`src/rtl/tilemap_pkg.sv`:
```
package tilemap_pkg;
   // tiles are square, 8 pixels a side
   localparam int TILE_LG = 3;
   localparam int TILE_PX = 1 << TILE_LG;
   // attribute byte stored next to every tile code
   localparam int ATTR_W  = 8;

   // width of the colour-set field for a given pixel depth
   function automatic int set_width(input int bpp);
      return (bpp == 1) ? 6 : 7;
   endfunction
endpackage

```
`src/rtl/tilemap_scroll_stage.sv`:
```
// Registers the scrolled map position of the current raster pixel.
module tilemap_scroll_stage
   import tilemap_pkg::*;
#(
   parameter int XW      = 9,
   parameter int YW      = 8,
   parameter int ROWS_PX = 224,
   parameter int USE_SY  = 1
) (
   input  logic          clk,
   input  logic          rst_n,
   input  logic [XW-1:0] hcnt,
   input  logic [XW-1:0] scroll_x,
   input  logic [YW-1:0] vcnt,
   input  logic [YW-1:0] scroll_y,
   output logic [XW-1:0] x_q,
   output logic [YW-1:0] y_q
);
   logic [XW-1:0] x_d;
   logic [YW-1:0] y_d;

   // map width is a power of two: truncation is the wrap
   assign x_d = hcnt + scroll_x;

   generate
      if (USE_SY != 0) begin : g_vscroll
         logic [YW:0] y_sum;
         logic [YW:0] y_wrap;
         assign y_sum  = {1'b0, vcnt} + {1'b0, scroll_y};
         assign y_wrap = y_sum - (YW+1)'(ROWS_PX);
         assign y_d    = (y_sum >= (YW+1)'(ROWS_PX)) ? y_wrap[YW-1:0] : y_sum[YW-1:0];
      end else begin : g_hscroll_only
         logic sy_unused;
         assign sy_unused = ^scroll_y;
         assign y_d       = vcnt;
      end
   endgenerate

   always_ff @(posedge clk) begin
      if (!rst_n) begin
         x_q <= '0;
         y_q <= '0;
      end else begin
         x_q <= x_d;
         y_q <= y_d;
      end
   end
endmodule

```
`src/rtl/tilemap_fetch.sv`:
```
// Look-ahead fetch of the next tile: tile RAM, then graphics ROM, then a
// staging buffer that is swapped into the live buffer at the tile boundary.
module tilemap_fetch
   import tilemap_pkg::*;
#(
   parameter  int BPP     = 1,
   parameter  int COL_LG  = 6,
   parameter  int ROW_W   = 5,
   parameter  int CODE_W  = 8,
   parameter  int YW      = 8,
   parameter  int SET_W   = 6,
   localparam int XW      = COL_LG + TILE_LG,
   localparam int TRAM_AW = ROW_W + COL_LG,
   localparam int TRAM_DW = CODE_W + ATTR_W,
   localparam int GROM_AW = CODE_W + TILE_LG,
   localparam int GROM_DW = BPP * TILE_PX
) (
   input  logic               clk,
   input  logic               rst_n,
   input  logic [XW-1:0]      x_q,
   input  logic [YW-1:0]      y_q,
   output logic [TRAM_AW-1:0] tram_addr,
   input  logic [TRAM_DW-1:0] tram_data,
   output logic [GROM_AW-1:0] grom_addr,
   input  logic [GROM_DW-1:0] grom_data,
   output logic [GROM_DW-1:0] cur_bits,
   output logic [SET_W-1:0]   cur_set,
   output logic               cur_clear
);
   // phase 4: tile RAM address used, phase 5: ROM address used,
   // phase 6: ROM data staged, phase 7 -> 0: staged tile goes live
   localparam logic [TILE_LG-1:0] PH_STAGE = TILE_LG'(TILE_PX - 2);
   localparam logic [TILE_LG-1:0] PH_SWAP  = TILE_LG'(TILE_PX - 1);

   logic [TILE_LG-1:0] phase;
   logic [COL_LG-1:0]  col_next;
   logic [ROW_W-1:0]   row;
   logic [CODE_W-1:0]  code;
   logic [ATTR_W-1:0]  attr;
   logic [SET_W-1:0]   tile_set;
   logic               clear_d;
   logic               attr_unused;

   logic [GROM_DW-1:0] nxt_bits;
   logic [SET_W-1:0]   nxt_set;
   logic               nxt_clear;

   assign phase     = x_q[TILE_LG-1:0];
   assign col_next  = x_q[XW-1:TILE_LG] + COL_LG'(1);
   assign row       = y_q[ROW_W+TILE_LG-1:TILE_LG];
   assign tram_addr = {row, col_next};

   assign code        = tram_data[CODE_W-1:0];
   assign attr        = tram_data[TRAM_DW-1:CODE_W];
   assign tile_set    = attr[SET_W-1:0];
   assign attr_unused = ^attr[ATTR_W-1:SET_W];
   assign grom_addr   = {code, y_q[TILE_LG-1:0]};

   generate
      if (BPP == 1) begin : g_transparent
         assign clear_d = (code == '0) && (tile_set == '0);
      end else begin : g_opaque
         assign clear_d = 1'b0;
      end
   endgenerate

   always_ff @(posedge clk) begin
      if (!rst_n) begin
         nxt_bits  <= '0;
         nxt_set   <= '0;
         nxt_clear <= 1'b0;
         cur_bits  <= '0;
         cur_set   <= '0;
         cur_clear <= 1'b0;
      end else begin
         if (phase == PH_STAGE) begin
            nxt_bits  <= grom_data;
            nxt_set   <= tile_set;
            nxt_clear <= clear_d;
         end
         if (phase == PH_SWAP) begin
            cur_bits  <= nxt_bits;
            cur_set   <= nxt_set;
            cur_clear <= nxt_clear;
         end
      end
   end
endmodule

```
`src/rtl/tilemap_pixel_out.sv`:
```
// Picks the pixel of the live tile by phase and registers the output pair.
module tilemap_pixel_out
   import tilemap_pkg::*;
#(
   parameter  int BPP     = 1,
   parameter  int SET_W   = 6,
   localparam int GROM_DW = BPP * TILE_PX
) (
   input  logic               clk,
   input  logic               rst_n,
   input  logic [TILE_LG-1:0] phase,
   input  logic [GROM_DW-1:0] cur_bits,
   input  logic [SET_W-1:0]   cur_set,
   input  logic               cur_clear,
   output logic [SET_W-1:0]   pix_set,
   output logic [BPP-1:0]     pix_val
);
   logic [TILE_LG-1:0] bit_idx;
   logic [BPP-1:0]     val_d;

   // leftmost pixel lives in the MSB of each plane byte
   assign bit_idx = ~phase;

   generate
      for (genvar p = 0; p < BPP; p++) begin : g_plane
         logic [TILE_PX-1:0] plane;
         assign plane    = cur_bits[p*TILE_PX +: TILE_PX];
         assign val_d[p] = plane[bit_idx];
      end
   endgenerate

   always_ff @(posedge clk) begin
      if (!rst_n) begin
         pix_set <= '0;
         pix_val <= '0;
      end else if (cur_clear) begin
         pix_set <= '0;
         pix_val <= '0;
      end else begin
         pix_set <= cur_set;
         pix_val <= val_d;
      end
   end
endmodule

```
`src/rtl/tilemap_layer.sv`:
```
// Scrolling tile layer: scroll stage -> look-ahead fetch -> pixel output.
module tilemap_layer
   import tilemap_pkg::*;
#(
   parameter  int BPP      = 1,
   parameter  int COL_LG   = 6,
   parameter  int MAP_ROWS = 28,
   parameter  int CODE_W   = 8,
   parameter  int YW       = 8,
   localparam int XW       = COL_LG + TILE_LG,
   localparam int ROW_W    = $clog2(MAP_ROWS),
   localparam int ROWS_PX  = MAP_ROWS * TILE_PX,
   localparam int TRAM_AW  = ROW_W + COL_LG,
   localparam int TRAM_DW  = CODE_W + ATTR_W,
   localparam int GROM_AW  = CODE_W + TILE_LG,
   localparam int GROM_DW  = BPP * TILE_PX,
   localparam int SET_W    = set_width(BPP)
) (
   input  logic               clk,
   input  logic               rst_n,
   input  logic [XW-1:0]      hcnt,
   input  logic [YW-1:0]      vcnt,
   input  logic [XW-1:0]      scroll_x,
   input  logic [YW-1:0]      scroll_y,
   output logic [TRAM_AW-1:0] tram_addr,
   input  logic [TRAM_DW-1:0] tram_data,
   output logic [GROM_AW-1:0] grom_addr,
   input  logic [GROM_DW-1:0] grom_data,
   output logic [SET_W-1:0]   pix_set,
   output logic [BPP-1:0]     pix_val
);
   generate
      if (BPP != 1 && BPP != 2) begin : g_bad_bpp
         $error("tilemap_layer: BPP must be 1 or 2");
      end
      if (ROW_W + TILE_LG > YW) begin : g_bad_yw
         $error("tilemap_layer: YW too narrow for MAP_ROWS");
      end
      if (ROWS_PX >= (1 << YW)) begin : g_bad_rows
         $error("tilemap_layer: map height must fit below 2**YW");
      end
   endgenerate

   logic [XW-1:0]      x_q;
   logic [YW-1:0]      y_q;
   logic [GROM_DW-1:0] cur_bits;
   logic [SET_W-1:0]   cur_set;
   logic               cur_clear;

   tilemap_scroll_stage #(
      .XW      (XW),
      .YW      (YW),
      .ROWS_PX (ROWS_PX),
      .USE_SY  ((BPP == 2) ? 1 : 0)
   ) u_scroll (
      .clk      (clk),
      .rst_n    (rst_n),
      .hcnt     (hcnt),
      .scroll_x (scroll_x),
      .vcnt     (vcnt),
      .scroll_y (scroll_y),
      .x_q      (x_q),
      .y_q      (y_q)
   );

   tilemap_fetch #(
      .BPP    (BPP),
      .COL_LG (COL_LG),
      .ROW_W  (ROW_W),
      .CODE_W (CODE_W),
      .YW     (YW),
      .SET_W  (SET_W)
   ) u_fetch (
      .clk       (clk),
      .rst_n     (rst_n),
      .x_q       (x_q),
      .y_q       (y_q),
      .tram_addr (tram_addr),
      .tram_data (tram_data),
      .grom_addr (grom_addr),
      .grom_data (grom_data),
      .cur_bits  (cur_bits),
      .cur_set   (cur_set),
      .cur_clear (cur_clear)
   );

   tilemap_pixel_out #(
      .BPP   (BPP),
      .SET_W (SET_W)
   ) u_pixel (
      .clk       (clk),
      .rst_n     (rst_n),
      .phase     (x_q[TILE_LG-1:0]),
      .cur_bits  (cur_bits),
      .cur_set   (cur_set),
      .cur_clear (cur_clear),
      .pix_set   (pix_set),
      .pix_val   (pix_val)
   );
endmodule

```
`config.mk`:
```
export PLATFORM = sky130hd
export DESIGN_NAME = tilemap_layer
export DESIGN_NICKNAME = d
export VERILOG_FILES = /design/src/rtl/tilemap_pkg.sv /design/src/rtl/tilemap_scroll_stage.sv /design/src/rtl/tilemap_fetch.sv /design/src/rtl/tilemap_pixel_out.sv /design/src/rtl/tilemap_layer.sv
export SDC_FILE = /design/constraint.sdc
export NUM_CORES = 1
export LEC_CHECK = 0
export ABC_AREA = 1
export BUFFER_PORTS_ARGS = -buffer_cell sky130_fd_sc_hd__buf_4
export CAP_MARGIN = 40
export CORE_UTILIZATION = 40
export CTS_CLUSTER_SIZE = 10
export DETAILED_ROUTE_END_ITERATION = 12
export PLACE_DENSITY = 0.66
export SLEW_MARGIN = 20
export SYNTH_ARGS = -nofsm -noshare
export SYNTH_HDL_FRONTEND = slang
export SYNTH_SLANG_ARGS = --single-unit
```
`constraint.sdc`:
```
create_clock -name clk -period 1.8 [get_ports clk]
set_clock_uncertainty 0.15 [all_clocks]
set_input_delay 0.09 -clock clk [delete_from_list [all_inputs] [get_ports clk]]
set_output_delay 0.09 -clock clk [all_outputs]
set_load 0.01 [all_outputs]
```
## Word level (Yosys, flattened, before mapping)

Cells that the tools add are included.

- Bitwise operators: 2
- $add $sub $neg: 2
- Reductions and logical operators: 4
- Magnitude comparators: 1
- Multiplexer cells: 2
- Equal/unequal tests: 2

Operator list:

| cell | count |
|---|---|
| adder 9 bit | 1 |
| zero test 8 bit | 1 |
| adder 6 x 1 -> 6 bit, second input constant | 1 |
| equality test 3 bit, second input constant | 2 |
| zero test 6 bit | 1 |
| < comparator 3 x 4 -> 1 bit, second input constant | 1 |
| binary-select mux 1 bit (select 3 bit) | 1 |
| NOT 3 bit | 1 |
| OR reduction 2 bit | 1 |
| logical AND 1 bit | 1 |
| 2-to-1 mux 1 bit | 1 |
| NOT 1 bit | 1 |

- Register bits after elaboration: 54
- Output and inout port bits: 29
- Word-level logic and storage cells: 23
- Input port bits: 60

## Depth between registers and ports, before layout

- Depth after elaboration: 3
- Gate-level depth with buffers: 8
- Gate-level depth less buffers: 8

## Hierarchy

From an unflattened synthesis, not the netlist that was laid out.

- Cells, all modules: 338
- Area, all modules: 2488.6 um2

By module, submodules not included:

| module | times used | seq. area each (um2) | area each (um2) | cells each |
|---|---|---|---|---|
| tilemap_fetch | 1 | 600.6 | 1310.0 | 172 |
| tilemap_scroll_stage | 1 | 340.3 | 858.3 | 117 |
| tilemap_pixel_out | 1 | 140.1 | 320.3 | 49 |

## Worst setup path after synthesis

OpenSTA, ideal clock, no wires.

- Path kind: in2reg
- Start: input hcnt[0]
- End: register u_scroll.x_q[4]
- Arrival: 1080 ps
- Cell stages on the path: 7
- Setup slack: 457 ps
- Library setup time: 113 ps
- Buffers on the path: 0
- Data required time: 1537 ps
- Cell sequence: ha_1 fa_1 nand2_1 nand2_1 and2_1 nor2_1 nor2_1

- Cells in the longest elaborated chain, start to end: 1

Ends and longest elaborated chain:

| item | line | source |
|---|---|---|
| start, declared | tilemap_layer.sv:21 | `input logic [XW-1:0] hcnt,` |
| adder 9 bit | tilemap_scroll_stage.sv:23 | `assign x_d = hcnt + scroll_x;` |
| end signal, assigned | tilemap_scroll_stage.sv:41 | `x_q <= '0;` |
| end signal, assigned | tilemap_scroll_stage.sv:44 | `x_q <= x_d;` |
| end, declared | tilemap_scroll_stage.sv:16 | `output logic [XW-1:0] x_q,` |

No other way between the ends.
A chain may end at the register's enable or synchronous reset.

## Final worst setup path

- Start: input tram_data[0]
- End: register u_fetch.nxt_clear

- Cells in the longest elaborated chain, start to end: 2

Ends and longest elaborated chain:

| item | line | source |
|---|---|---|
| start, declared | tilemap_layer.sv:26 | `input logic [TRAM_DW-1:0] tram_data,` |
| zero test 8 bit | tilemap_fetch.sv:61 | `assign clear_d = (code == '0) && (tile_set == '0);` |
| logical AND 1 bit | tilemap_fetch.sv:61 |  |
| end signal, assigned | tilemap_fetch.sv:79 | `nxt_clear <= clear_d;` |
| end, declared | tilemap_fetch.sv:46 | `logic nxt_clear;` |

No other way between the ends.

==> metrics.txt <==
Period minus WS final=1640 ps; Max FO, Critical Path=2; CTS Buf Count=5; worst slack at placement=211 ps; setup violators final=0; CTS H-tree depth=2; setup bufs post-CTS=0; R2R Path Start=u_scroll.x_q[1]$_SDFF_PN0_; GRT overflow=0; setup slack after layout=161 ps; I/O pin count=89; Vias/cell=4.56; average cell area after synthesis=7.58 um^2; number of port buffers=78; setup TNS=0 ps; Power Density=768 mW/mm^2; Syn Nets=382; outcome=complete, no violations; die area=0.00622 mm^2; fin cells=483; post-DP HPWL=3460 um; root buffer cell=clkbuf_8; reg2reg path depth=5; CTS Sinks=54; final-stage net count=480; max-cap violations=0; sequential area share after synthesis=0.457; Initial Utilization=0.421; most common cell after layout, fill and taps aside=buf_4; core area=0.00561 mm^2; Synth Register Bits=54; Routed WL per cell=10.5 um; Slew @ Worst Pin=259 ps; DR iter-0 viols=80; WP data required=1890 ps; Final Wtd Congestion=0.823; detailed-route via count=2203; Syn Inst Count=312; total track usage=0.174; Hold/Removal Path Class=input pin to flip-flop; maximum root-to-sink buffer count=2; most frequent cells in the layout=buf_4, nor2_1, dfxtp_1, inv_1, nand2_1; CTS tree=built; crit end category=flip-flop; Slew Limit Headroom=0.828; fmax=610 MHz; CP Launch Type=input pin; period utilisation layout=0.911; FP Rows=27; Initial DRT Pass Iterations=4; critical path class=input pin to flip-flop; Routed Antenna Nets=0; vias in the first global route=2080; library cells used by synthesis=28; Clock transition at path regs=90 ps; CP Capture Point=u_fetch.nxt_clear$_SDFFE_PN0N_; n_diodes=0; RSZ-0062 raised after global routing=no; drt total wl=5080 um; chip width=78.9 um; endpoints failing hold=0; Slew Limit Fails=0; Layout fillers=521; reg-to-reg critical path endpoint=u_fetch.nxt_bits[4]$_SDFFE_PN0N_; Reg2Reg Setup Slack=440 ps; CP startpoint=tram_data[0]; Max IR drop VDD=424 uV; Clock Latency Late Sink=300 ps; P_leak=1.64 nW; Inst Count DP=446; worst path arrival time=1730 ps; Syn-to-layout area delta=41.2%; largest net degree at the start of global routing=31; Area after DPL=0.00293 mm^2; DRC Markers=0; Power, Total=2.57 mW; synthesized area=0.00236 mm^2; Die H=78.9 um; synth warn=0; initial antenna violation count=0; Final Cell Area=0.00334 mm^2; share of cells above drive strength 1=0.234; first-pass GRT wire length=8670 um
[synthesized netlist by cell type (all sizes together)]
| master | n | share of area |
|---|---|---|
| and2 | 2 | 0.0053 |
| nand2 | 43 | 0.071 |
| nand3 | 13 | 0.028 |
| fa | 1 | 0.0085 |
| xnor2 | 1 | 0.0037 |
| o21ai | 31 | 0.066 |
| or2 | 3 | 0.0079 |
| buf | 15 | 0.046 |
| nor3 | 3 | 0.0064 |
| inv | 45 | 0.073 |
| a21oi | 23 | 0.049 |
| nand4 | 1 | 0.0026 |
| nand3b | 2 | 0.0064 |
| clkbuf | 3 | 0.0053 |
| nor2 | 59 | 0.10 |
| dfxtp | 54 | 0.46 |
| ha | 9 | 0.048 |
| xor2 | 4 | 0.015 |
[critical path, cell delays in order]
cell	delay, ps
dlygate4sd3_1	540
buf_4	140
nor2_1	80
nand2_1	60
nor2_1	80
dlygate4sd3_1	550
nand3_1	70
a21oi_1	120
[metrics by stage]
stage,hold WS (ps),util
after floorplan,37.6,-
final,15.2,0.595
after global routing,15.7,0.595
after global placement,120,0.523
after detailed placement,127,0.523
after CTS,7.47,0.595
[routing by layer]
metal	global-route usage	wire length, um	part of all wire	up-vias
li1	-	-	-	1160
met1	0.199	2160	0.43	988
met2	0.319	2670	0.53	45
met3	0.0299	164	0.032	10
met4	0.0691	81	0.016	0
met5	0	0	0	-
[cell type report]
class	instances	area (um^2)	share of cell area
Inverter	45	171	0.0513
Clock buffer	5	68.8	0.0206
Multi-Input combinational cell	195	991	0.297
Tap cell	72	90.1	0.0270
Timing Repair Buffer	109	891	0.267
Sequential cell	54	1080	0.324
Clock inverter	3	45.0	0.0135
[report_power, final]
group / leakage, nW / switching [mW] / internal (mW) / total, mW
clock network: 0.0504 / 0.390 / 0.414 / 0.804
logic: 1.15 / 0.224 / 0.253 / 0.477
registers: 0.441 / 0.0312 / 1.25 / 1.28
total: 1.64 / 0.645 / 1.92 / 2.57
[registers in the layout, summed over array words and instances, names as in the netlist]
| signal | flops |
|---|---|
| u_pixel.pix_set | 6 |
| u_fetch.cur_clear | 1 |
| u_fetch.cur_bits | 8 |
| u_scroll.x_q | 9 |
| u_pixel.pix_val | 1 |
| u_fetch.nxt_set | 6 |
| u_scroll.y_q | 8 |
| u_fetch.nxt_bits | 8 |
| u_fetch.cur_set | 6 |
| u_fetch.nxt_clear | 1 |
[worst min path at each step]
| stage | to | slack [ps] | depth (start not counted) | startpoint |
|---|---|---|---|---|
| floorplan | u_scroll.y_q[0]$_SDFF_PN0_ | 40 | 2 | vcnt[0] |
| global placement | u_scroll.y_q[7]$_SDFF_PN0_ | 120 | 3 | vcnt[7] |
| detailed placement | u_scroll.y_q[1]$_SDFF_PN0_ | 130 | 3 | vcnt[1] |
| CTS | u_scroll.x_q[1]$_SDFF_PN0_ | 7 | 4 | hcnt[1] |
| global route | u_scroll.x_q[1]$_SDFF_PN0_ | 20 | 4 | hcnt[1] |
| finish | u_scroll.x_q[1]$_SDFF_PN0_ | 20 | 4 | hcnt[1] |
[cells by family (layout without fill, tap and decap cells)]
group	Yosys count	in the layout	synth area share
AO/OA/AOI/OAI	54	54	0.114
buffers and inverters	63	162	0.123
flip-flops	54	54	0.457
AND/OR/NAND/NOR	126	126	0.230
adder cells (fa/ha/maj)	10	10	0.0561
XOR/XNOR	5	5	0.0185
[what timing repair did]
item | CTS | global route
hold endpoints to repair | 30 | 0
gates resized for setup | 0 | 0
hold buffers | 29 | 0
(Power assumes the default switching activity.)
